## src/rtl/txg_pkg.sv

```systemverilog
package txg_pkg;

    localparam int DESC_W = 64;
    localparam int FLEN_W = 16;
    localparam int ADDR_W = DESC_W - 2 - FLEN_W;
    localparam int DONE_W = 32;

    localparam int IRQ_FRAG   = 0;
    localparam int IRQ_FULL   = 1;
    localparam int IRQ_SENT   = 2;
    localparam int IRQ_LOW    = 3;
    localparam int IRQ_OVSIZE = 4;
    localparam int IRQ_POSTER = 5;
    localparam int IRQ_W      = 6;

    typedef enum logic [2:0] {
        ST_IDLE,
        ST_WAIT_ROOM,
        ST_ISSUE,
        ST_XFER,
        ST_FINISH
    } txg_state_e;

    typedef struct packed {
        logic              more;
        logic              csum;
        logic [FLEN_W-1:0] len;
        logic [ADDR_W-1:0] addr;
    } txg_desc_t;

    typedef struct packed {
        logic              fire;
        logic [FLEN_W-1:0] len;
        logic              csum;
    } txg_push_t;

    function automatic logic [DONE_W-1:0] make_done(
        input logic busy, input logic cmpl, input logic err,
        input logic [FLEN_W-1:0] len);
        return {busy, cmpl, err, {(DONE_W-3-FLEN_W){1'b0}}, len};
    endfunction

endpackage

```

## src/rtl/txg_occupancy.sv

```systemverilog
module txg_occupancy
    import txg_pkg::*;
#(
    parameter int BUF_BYTES = 32768,
    parameter int LOW_MARK  = 8192,
    parameter int MAX_COPY  = 2048,
    parameter int CNT_W     = 16
) (
    input  logic              clk,
    input  logic              rst,
    input  logic              push_fire,
    input  logic [FLEN_W-1:0] push_len,
    input  logic              pop_fire,
    input  logic [FLEN_W-1:0] pop_len,
    output logic [CNT_W-1:0]  free,
    output logic              full_evt,
    output logic              low_evt
);

    logic [CNT_W-1:0] used_q;
    logic [31:0]      sum_add;
    logic [31:0]      sub_amt;
    logic [31:0]      used_nx;

    always_comb begin
        sum_add = 32'(used_q) + (push_fire ? 32'(push_len) : 32'd0);
        sub_amt = pop_fire ? 32'(pop_len) : 32'd0;
        used_nx = (sub_amt > sum_add) ? 32'd0 : sum_add - sub_amt;
    end

    always_ff @(posedge clk) begin
        if (rst) used_q <= '0;
        else     used_q <= CNT_W'(used_nx);
    end

    assign free     = CNT_W'(32'(BUF_BYTES) - 32'(used_q));
    assign full_evt = push_fire && ((32'(BUF_BYTES) - used_nx) < 32'(MAX_COPY));
    assign low_evt  = pop_fire && (used_nx < 32'(LOW_MARK));

    assert_no_overflow_R13: assert property (@(posedge clk) disable iff (rst)
        32'(used_q) <= 32'(BUF_BYTES));

endmodule

```

## src/rtl/txg_fsm.sv

```systemverilog
module txg_fsm
    import txg_pkg::*;
#(
    parameter int MAX_FRAME = 16384,
    parameter int CNT_W     = 16
) (
    input  logic              clk,
    input  logic              rst,
    input  logic              post_valid,
    input  logic [DESC_W-1:0] post_desc,
    input  logic              dma_done,
    input  logic [CNT_W-1:0]  free,
    output logic [DONE_W-1:0] done_word,
    output logic              dma_req,
    output logic [ADDR_W-1:0] dma_addr,
    output logic [FLEN_W-1:0] dma_len,
    output txg_push_t         push,
    output logic              frag_evt,
    output logic              ovsize_evt,
    output logic              poster_evt
);

    txg_state_e        state_q, state_d;
    txg_desc_t         desc_q;
    logic              busy_q;
    logic [DONE_W-1:0] done_q;
    logic [FLEN_W-1:0] asm_q;
    logic              post_ok;
    logic [31:0]       need;
    logic              too_big;
    logic              short_room;

    assign post_ok    = post_valid && !busy_q;
    assign need       = 32'(asm_q) + 32'(desc_q.len);
    assign too_big    = need > 32'(MAX_FRAME);
    assign short_room = 32'(free) < need;

    always_comb begin
        state_d = state_q;
        unique case (state_q)
            ST_IDLE:      if (post_ok) state_d = ST_WAIT_ROOM;
            ST_WAIT_ROOM: begin
                if (too_big)          state_d = ST_IDLE;
                else if (!short_room) state_d = ST_ISSUE;
            end
            ST_ISSUE:     state_d = ST_XFER;
            ST_XFER:      if (dma_done) state_d = ST_FINISH;
            ST_FINISH:    state_d = post_ok ? ST_WAIT_ROOM : ST_IDLE;
            default:      state_d = ST_IDLE;
        endcase
    end

    always_ff @(posedge clk) begin
        if (rst) begin
            state_q <= ST_IDLE;
            desc_q  <= '0;
            busy_q  <= 1'b0;
            done_q  <= '0;
            asm_q   <= '0;
        end else begin
            state_q <= state_d;
            if (post_ok) begin
                desc_q <= txg_desc_t'(post_desc);
                busy_q <= 1'b1;
                done_q <= make_done(1'b1, 1'b0, 1'b0, '0);
            end
            if (state_q == ST_WAIT_ROOM && too_big) begin
                busy_q <= 1'b0;
                done_q <= make_done(1'b0, 1'b1, 1'b1, '0);
                asm_q  <= '0;
            end
            if (state_q == ST_XFER && dma_done) begin
                busy_q <= 1'b0;
                done_q <= make_done(1'b0, 1'b1, 1'b0, desc_q.len);
                asm_q  <= asm_q + desc_q.len;
            end
            if (state_q == ST_FINISH && !desc_q.more) asm_q <= '0;
        end
    end

    assign done_word  = done_q;
    assign dma_req    = (state_q == ST_ISSUE);
    assign dma_addr   = desc_q.addr;
    assign dma_len    = desc_q.len;
    assign push.fire  = (state_q == ST_FINISH) && !desc_q.more;
    assign push.len   = asm_q;
    assign push.csum  = desc_q.csum;
    assign frag_evt   = (state_q == ST_FINISH);
    assign ovsize_evt = (state_q == ST_WAIT_ROOM) && too_big;
    assign poster_evt = post_valid && busy_q;

    assert_post_sets_busy_R1: assert property (@(posedge clk) disable iff (rst)
        post_ok |=> (busy_q && done_q[DONE_W-1]));
    assert_issue_has_room_R3: assert property (@(posedge clk) disable iff (rst)
        (state_q == ST_ISSUE) |-> (32'(free) >= 32'(asm_q) + 32'(desc_q.len)));
    assert_copy_clears_busy_R5: assert property (@(posedge clk) disable iff (rst)
        (state_q == ST_XFER && dma_done) |=> (!busy_q && done_q[DONE_W-2]));
    assert_push_bounded_R11: assert property (@(posedge clk) disable iff (rst)
        push.fire |-> (32'(push.len) <= 32'(MAX_FRAME)));

endmodule

```

## src/rtl/txg_evt_reg.sv

```systemverilog
module txg_evt_reg
    import txg_pkg::*;
(
    input  logic              clk,
    input  logic              rst,
    input  txg_push_t         push,
    input  logic [IRQ_W-1:0]  evt,
    output logic              frame_push,
    output logic [FLEN_W-1:0] frame_len,
    output logic              frame_csum,
    output logic [IRQ_W-1:0]  intr
);

    always_ff @(posedge clk) begin
        if (rst) begin
            frame_push <= 1'b0;
            frame_len  <= '0;
            frame_csum <= 1'b0;
            intr       <= '0;
        end else begin
            frame_push <= push.fire;
            frame_len  <= push.fire ? push.len : '0;
            frame_csum <= push.fire && push.csum;
            intr       <= evt;
        end
    end

endmodule

```

## src/rtl/tx_gather_engine.sv

```systemverilog
module tx_gather_engine
    import txg_pkg::*;
#(
    parameter int BUF_BYTES = 32768,
    parameter int LOW_MARK  = 8192,
    parameter int MAX_COPY  = 2048,
    parameter int MAX_FRAME = 16384
) (
    input  logic              clk,
    input  logic              rst,
    input  logic              post_valid,
    input  logic [63:0]       post_desc,
    output logic [31:0]       done_word,
    output logic              dma_req,
    output logic [45:0]       dma_addr,
    output logic [15:0]       dma_len,
    input  logic              dma_done,
    output logic              frame_push,
    output logic [15:0]       frame_len,
    output logic              frame_csum,
    input  logic              frame_pop,
    input  logic [15:0]       pop_len,
    output logic [5:0]        intr
);

    localparam int CNT_W = $clog2(BUF_BYTES + 1);

    logic [CNT_W-1:0] free;
    txg_push_t        push;
    logic             full_evt, low_evt, frag_evt, ovsize_evt, poster_evt;
    logic [IRQ_W-1:0] evt;

    txg_fsm #(.MAX_FRAME(MAX_FRAME), .CNT_W(CNT_W)) fsm_i (
        .clk        (clk),
        .rst        (rst),
        .post_valid (post_valid),
        .post_desc  (post_desc),
        .dma_done   (dma_done),
        .free       (free),
        .done_word  (done_word),
        .dma_req    (dma_req),
        .dma_addr   (dma_addr),
        .dma_len    (dma_len),
        .push       (push),
        .frag_evt   (frag_evt),
        .ovsize_evt (ovsize_evt),
        .poster_evt (poster_evt)
    );

    txg_occupancy #(
        .BUF_BYTES (BUF_BYTES),
        .LOW_MARK  (LOW_MARK),
        .MAX_COPY  (MAX_COPY),
        .CNT_W     (CNT_W)
    ) occ_i (
        .clk       (clk),
        .rst       (rst),
        .push_fire (push.fire),
        .push_len  (push.len),
        .pop_fire  (frame_pop),
        .pop_len   (pop_len),
        .free      (free),
        .full_evt  (full_evt),
        .low_evt   (low_evt)
    );

    always_comb begin
        evt             = '0;
        evt[IRQ_FRAG]   = frag_evt;
        evt[IRQ_FULL]   = full_evt;
        evt[IRQ_SENT]   = frame_pop;
        evt[IRQ_LOW]    = low_evt;
        evt[IRQ_OVSIZE] = ovsize_evt;
        evt[IRQ_POSTER] = poster_evt;
    end

    txg_evt_reg evt_i (
        .clk        (clk),
        .rst        (rst),
        .push       (push),
        .evt        (evt),
        .frame_push (frame_push),
        .frame_len  (frame_len),
        .frame_csum (frame_csum),
        .intr       (intr)
    );

    assert_push_with_frag_irq_R7: assert property (@(posedge clk) disable iff (rst)
        frame_push |-> intr[IRQ_FRAG]);

endmodule

```

## config.mk

```make
export PLATFORM = sky130hd
export DESIGN_NAME = tx_gather_engine
export DESIGN_NICKNAME = d
export VERILOG_FILES = /design/src/rtl/txg_pkg.sv /design/src/rtl/txg_occupancy.sv /design/src/rtl/txg_fsm.sv /design/src/rtl/txg_evt_reg.sv /design/src/rtl/tx_gather_engine.sv
export SDC_FILE = /design/constraint.sdc
export NUM_CORES = 1
export LEC_CHECK = 0
export ABC_AREA = 0
export ABC_CLOCK_PERIOD_IN_PS = 6020
export BUFFER_PORTS_ARGS = -buffer_cell sky130_fd_sc_hd__buf_2
export CORE_MARGIN = 5
export CORE_UTILIZATION = 55
export DETAILED_ROUTE_END_ITERATION = 12
export PLACE_DENSITY_LB_ADDON = 0.1
export SLEW_MARGIN = 20
export SYNTH_ARGS = -nofsm -noshare
export SYNTH_HDL_FRONTEND = slang
export SYNTH_HIERARCHICAL = 1
export SYNTH_SLANG_ARGS = --single-unit
```

## constraint.sdc

```tcl
create_clock -name clk -period 6.02 [get_ports clk]
set_input_delay 1.204 -clock clk [delete_from_list [all_inputs] [get_ports clk]]
set_output_delay 1.204 -clock clk [all_outputs]
set_load 0.03 [all_outputs]
```

# Word level (Yosys, flattened, before mapping)
# Cells that the tools add are included.
# totals
n_memories,0
mem_bits_ro,0
word_cells,66
latch_bits,0
regBits,142
ram_bits,0
input_bits,85
# classes
n_reduce_logical,19
n_eq_ne,7
bitwise,1
n_shift,0
n_mux,14
multipliers,0
addsub,6
order_cmp,5
div,0
# ops
op,count
two-way mux 31 bit,3
two-way mux 16 bit,4
adder 16 x 32 -> 32 bit,1
greater-than comparator 32 x 15 -> 1 bit (second input constant),1
greater-than comparator 32 bit,1
< comparator 16 x 32 -> 1 bit,1
< comparator 32 x 12 -> 1 bit (second input constant),1
< comparator 32 x 14 -> 1 bit (second input constant),1
two-way mux 32 bit,1
subtractor 16 x 32 -> 32 bit (first input constant),1
subtractor 32 bit,1
adder 16 x 16 -> 17 bit,1
adder 16 bit,1
subtractor 16 bit (first input constant),1
one-hot mux 3 bit (5 select lines),1
two-way mux 3 bit,4
logical AND 1 bit,8
== test 3 x 2 -> 1 bit (second input constant),2
OR reduction 2 bit,3
nonzero test 2 bit,2
== test 3 x 1 -> 1 bit (second input constant),1
== test 3 bit (second input constant),1
zero test 3 bit,1
!= test 3 x 2 -> 1 bit (second input constant),1
other kinds (8),9

# Depth between registers and ports, before layout
# depth
ltp_word,9
depth_mapped,24
depth_no_buf,22

# Hierarchy
# The synthesis kept the hierarchy.
# modules_own_cells
mod,area_each_um2,cells_per_inst,seq_area_each_um2,n_inst
txg_fsm,5390.2,678,2042.0,1
txg_occupancy,2461.1,328,320.3,1
txg_evt_reg,696.9,51,480.5,1

# Least setup slack after synthesis
# Ideal clock, no wire load.
# synth_timing
path_type,register to register
startpoint,register fsm_i.state_q[0]
endpoint,register evt_i.intr[1]
setup_time_ns,0.065
stages_incl_launch_ff,24
setup_slack_ns,0.492
arrival_ns,5.463
path_buffers,2
required_time_ns,5.955
path_cell_list,dfxtp_1 -> clkbuf_1 -> nor2_1 -> and2_1 -> nor2b_1 -> clkbuf_1 -> and2_1 -> ha_1 -> a2111oi_2 -> o31ai_1 -> a41o_1 -> a21o_1 -> a21o_1 -> xor2_1 -> ha_1 -> a21oi_1 -> o21ai_0 -> a31oi_1 -> o21ai_2 -> xor2_1 -> or4b_1 -> or4_1 -> a211oi_2 -> nor2b_1
# synth_rtl
element,line,rtl
from (decl),txg_fsm.sv:23,"txg_state_e state_q, state_d;"
from (signal assigned),txg_fsm.sv:61,state_q <= state_d;
to (signal assigned),txg_evt_reg.sv:24,intr <= evt;
to (decl),txg_evt_reg.sv:11,output logic [IRQ_W-1:0] intr

==> flow_results.xml <==
<?xml version="1.0" encoding="UTF-8"?>
<metrics>
  <group name="synth">
    <metric name="yosys_most_used_dff" unit="">sky130_fd_sc_hd__dfxtp_1</metric>
    <metric name="synth-async-reset-ratio" unit="%">0</metric>
    <metric name="yosys-top-cells-area" unit="">sky130_fd_sc_hd__dfxtp_1, sky130_fd_sc_hd__ha_1, sky130_fd_sc_hd__nand2_1, sky130_fd_sc_hd__buf_4, sky130_fd_sc_hd__a21oi_1</metric>
    <metric name="post-synth-top-area-fraction" unit="%">33.26</metric>
    <metric name="synth_cells" unit="">1057</metric>
    <metric name="count_of_yosys_warnings_during_synthesis" unit="">6</metric>
    <metric name="yosys.cell_count.top_type" unit="">sky130_fd_sc_hd__nand2_1</metric>
    <metric name="postSynthAreaPerCell" unit="um^2">8.087</metric>
    <metric name="yosys.cell_types.count" unit="">78</metric>
    <metric name="netlist.top_cell.by_area" unit="">sky130_fd_sc_hd__dfxtp_1</metric>
    <metric name="postSynthRegisterBits" unit="">142</metric>
    <metric name="netlist_area" unit="um^2">8548</metric>
    <metric name="synth.cells.most_frequent" unit="">sky130_fd_sc_hd__nand2_1, sky130_fd_sc_hd__dfxtp_1, sky130_fd_sc_hd__a21oi_1</metric>
    <metric name="yosysSeqAreaShare" unit="%">33.26</metric>
    <metric name="synth_edf_count" unit="">0</metric>
  </group>
  <group name="sta">
    <metric name="slew_headroom" unit="%">39.85</metric>
    <metric name="post-route-period-util" unit="%">90.35</metric>
    <metric name="timing.final.max_slew_violations" unit="">0</metric>
    <metric name="finClkSkew" unit="ns">0.009910</metric>
    <metric name="setup_viol_count_final" unit="">0</metric>
    <metric name="fmax" unit="MHz">183.9</metric>
    <metric name="fin_setup_tns" unit="ns">0</metric>
    <metric name="least_margin_pin_slew" unit="ns">0.9022</metric>
    <metric name="holdWs" unit="ns">0.4510</metric>
    <metric name="setup_repair_after_global_routing_missed_its_margin" unit="">false</metric>
    <metric name="finalCriticalPeriod" unit="ns">5.439</metric>
    <metric name="timing_hold_violations_final" unit="">0</metric>
  </group>
  <group name="setup_path">
    <metric name="worst-endpoint-arrival" unit="ns">5.79</metric>
    <metric name="slowest_stage" unit="">sky130_fd_sc_hd__or4b_1</metric>
    <metric name="worstSetupStartpointType" unit="">flip-flop</metric>
    <metric name="worst_path_max_fanout" unit="">8</metric>
    <metric name="timing.rr.end" unit="">evt_i/intr[1]$_SDFF_PP0_</metric>
    <metric name="crit_path_max_incr_delay" unit="ns">0.54</metric>
    <metric name="crit_path_cell_trace" unit="">nor2_1 &gt; and2_1 &gt; nor2b_2 &gt; and2_1 &gt; ha_1 &gt; a2111oi_2 &gt; o31ai_1 &gt; a41o_1 &gt; a21o_1 &gt; a21o_1 &gt; xor2_1 &gt; ha_1 &gt; a21oi_1 &gt; o21ai_0 &gt; a31oi_1 &gt; o21ai_2 &gt; xor2_1 &gt; or4b_1 &gt; or4_1 &gt; a211oi_2 &gt; nor2b_1</metric>
    <metric name="timing_worst_setup_path_type" unit="">flip-flop to flip-flop</metric>
    <metric name="type_of_destination_of_the_critical_path" unit="">flip-flop</metric>
    <metric name="reg2reg_from" unit="">fsm_i/state_q[0]$_SDFFE_PP0P_</metric>
    <metric name="startpoint" unit="">fsm_i/state_q[0]$_SDFFE_PP0P_</metric>
    <metric name="register_to_register_setup_slack" unit="ns">0.58</metric>
    <metric name="worstPathRequired" unit="ns">6.37</metric>
    <metric name="reg2reg_depth" unit="">21</metric>
  </group>
  <group name="flow_run">
    <metric name="cap_viol_max_count" unit="">0</metric>
  </group>
  <group name="grt">
    <metric name="met3_usage" unit="%">5.402</metric>
    <metric name="grt_antenna_before_repair" unit="">0</metric>
    <metric name="grtUsageTotal" unit="%">21.65</metric>
    <metric name="grt.busiest_layer" unit="">met2</metric>
    <metric name="grtUsageMet1" unit="%">28.39</metric>
    <metric name="number_of_global_route_vias_before_repair" unit="">6798</metric>
    <metric name="maximum_number_of_pins_on_one_net_before_global_route_repair" unit="">94</metric>
    <metric name="grt_use_met2" unit="%">36.41</metric>
    <metric name="first_pass_grt_wire_length" unit="mm">32.46</metric>
    <metric name="globalRouteOverflowTotal" unit="">0</metric>
  </group>
  <group name="route">
    <metric name="residual_drc_count" unit="">0</metric>
    <metric name="ant_nets" unit="">0</metric>
    <metric name="routed_len_inst" unit="um">14.84</metric>
    <metric name="first_iter_violations" unit="">357</metric>
    <metric name="routed_wirelength" unit="mm">20.21</metric>
    <metric name="detailroute.via_count" unit="">7339</metric>
    <metric name="route.detailed.vias_per_inst" unit="">5.388</metric>
    <metric name="tritonroute_pass_1_iters" unit="">5</metric>
  </group>
  <group name="finish">
    <metric name="design.final.nets" unit="">1313</metric>
    <metric name="area_growth" unit="%">12.91</metric>
    <metric name="finalNonFillerCells" unit="">1362</metric>
    <metric name="insertedDiodeCount" unit="">0</metric>
    <metric name="post_route_cells_drive_above_1_share" unit="%">22.23</metric>
  </group>
  <group name="die">
    <metric name="die_area" unit="um^2">18140</metric>
    <metric name="die_w" unit="um">134.7</metric>
    <metric name="start_util" unit="%">56.23</metric>
    <metric name="coreArea" unit="um^2">15200</metric>
    <metric name="die_h" unit="um">134.7</metric>
    <metric name="boundaryPins" unit="">204</metric>
    <metric name="core.rowCount" unit="">45</metric>
  </group>
  <group name="clock_tree">
    <metric name="path_clk_slew" unit="ns">0.06</metric>
    <metric name="ctsRootBufferMaster" unit="">sky130_fd_sc_hd__clkbuf_16</metric>
    <metric name="cts_tree" unit="">done</metric>
    <metric name="worstSkewPairLatency" unit="ns">0.42</metric>
    <metric name="clock-sinks" unit="">142</metric>
    <metric name="cts_htree_levels" unit="">4</metric>
    <metric name="cts-buffers-inserted" unit="">17</metric>
    <metric name="hold_buffers" unit="">0</metric>
    <metric name="post_cts_resized" unit="">0</metric>
    <metric name="post_cts.repair.setup_buffers" unit="">0</metric>
    <metric name="cts_max_path_buffers" unit="">2</metric>
  </group>
  <group name="placement">
    <metric name="dp_hpwl" unit="mm">15.24</metric>
    <metric name="port-buffer-count" unit="">190</metric>
    <metric name="gp_congestion" unit="">0.8779</metric>
    <metric name="place_inst" unit="">1330</metric>
  </group>
  <group name="power_and_ir_drop">
    <metric name="areal_power_density_over_the_cells" unit="nW/um^2">481.1</metric>
    <metric name="report.power.total" unit="mW">4.643</metric>
    <metric name="cellLeakagePower" unit="nW">4.693</metric>
    <metric name="max-vdd-ir-drop" unit="mV">0.4517</metric>
  </group>
  <group name="hold_path">
    <metric name="worstHoldEndpoint" unit="">fsm_i/dma_addr[23]$_SDFFE_PP0P_</metric>
    <metric name="worst_hold_startpoint" unit="">fsm_i/dma_addr[23]$_SDFFE_PP0P_</metric>
    <metric name="hold_depth" unit="">2</metric>
    <metric name="hold_path.class" unit="">flip-flop to flip-flop</metric>
  </group>
  <group name="outcome">
    <metric name="outcome" unit="">completed</metric>
  </group>
</metrics>
==> state kept, by name (all words and copies together), names as in the netlist, 3 cells and up <==
| name | flops |
|---|---|
| fsm_i/asm_q | 16 |
| fsm_i/state_q | 3 |
| fsm_i/done_word | 19 |
| evt_i/intr | 6 |
| occ_i/used_q | 16 |
| evt_i/frame_len | 16 |
| fsm_i/dma_addr | 46 |
| fsm_i/dma_len | 16 |
==> worst max-delay path: cells and delay by family (launching register included) <==
family                     cells  cell delay (ns)
and+or+nand+nor                7             1.87
DFF                            1             0.38
xor gates and xnor gates       2             0.32
adders and majority gates      2             0.65
AOI/OAI and AO/OA             10             2.16
==> cell usage in the layout, fill, tap and decap left out, types with 6 or more instances in the layout <==
cell type                     n
sky130_fd_sc_hd__o22ai_1     17
sky130_fd_sc_hd__o211ai_1     6
sky130_fd_sc_hd__and3_1       6
sky130_fd_sc_hd__nand3_1     27
sky130_fd_sc_hd__nor2b_1     16
sky130_fd_sc_hd__o21ai_0     22
sky130_fd_sc_hd__buf_4        6
sky130_fd_sc_hd__o21ai_1     17
sky130_fd_sc_hd__o21bai_1     6
sky130_fd_sc_hd__nor2_1      41
sky130_fd_sc_hd__xnor2_1     26
sky130_fd_sc_hd__a31oi_1      7
sky130_fd_sc_hd__o21a_1       8
sky130_fd_sc_hd__nand4_1      7
sky130_fd_sc_hd__a21oi_1    105
sky130_fd_sc_hd__and2_1      23
sky130_fd_sc_hd__clkbuf_16   17
sky130_fd_sc_hd__inv_1       22
sky130_fd_sc_hd__a21o_1      17
sky130_fd_sc_hd__xor2_1      22
sky130_fd_sc_hd__nand2_1    208
sky130_fd_sc_hd__dfxtp_1    142
sky130_fd_sc_hd__ha_1        64
sky130_fd_sc_hd__conb_1      13
sky130_fd_sc_hd__and3b_1     17
sky130_fd_sc_hd__nand2b_1     7
sky130_fd_sc_hd__buf_2      190
sky130_fd_sc_hd__nor3_1      14
==> metal layers <==
| layer | share of wire (%) | wire length, um | vias to the layer above |
|---|---|---|---|
| met5 | 0 | 0 | - |
| met4 | 0.94 | 190 | 0 |
| li1 | - | - | 3787 |
| met3 | 5.5 | 1117 | 15 |
| met2 | 47 | 9542 | 186 |
| met1 | 46 | 9360 | 3351 |
==> layout make-up <==
class / instances / area, um^2
well taps: 188 / 235.2
clock buffers: 18 / 439.2
fillers: 1403 / 5550
repair buffers: 196 / 996.0
multi-input cells: 780 / 4901
clock inverters: 14 / 147.6
inverters: 24 / 90.09
flip-flops and latches: 142 / 2843
==> worst max-delay path by stage <==
stage	to	slack, ns	cells after the start
CTS	evt_i/intr[1]$_SDFF_PP0_	0.60	21
floorplan	evt_i/intr[1]$_SDFF_PP0_	0.49	23
global route	evt_i/intr[1]$_SDFF_PP0_	0.12	21
finish	evt_i/intr[1]$_SDFF_PP0_	0.58	21
global placement	evt_i/intr[1]$_SDFF_PP0_	0.72	22
detailed placement	evt_i/intr[1]$_SDFF_PP0_	0.64	21
==> per-stage QoR <==
step / util (%) / worst slack [ns] / cell area, um^2
4_1_cts: 63.47 / 0.6016 / 9649
2_1_floorplan: - / 0.4922 / 8593
3_3_place_gp: 59.61 / 0.7244 / 9062
6_report: 63.49 / 0.5810 / 9652
5_1_grt: 63.49 / 0.1248 / 9652
3_5_place_dp: 59.61 / 0.6378 / 9062
==> cells by family after synthesis <==
group,share of synthesized area (%)
adders and majority gates,10.07
DFF,33.26
xor gates and xnor gates,5.299
AOI/OAI and AO/OA,18.09
muxes,0.4976
other,0.04387
buffers and inverters,10.19
and+or+nand+nor,22.56
==> power breakdown <==
group | total, mW | internal (mW) | switching, mW
registers | 1.10 | 1.02 | 0.0806
clock network | 1.03 | 0.594 | 0.436
logic | 2.51 | 1.11 | 1.40
Power figures use the tool's default switching activity.
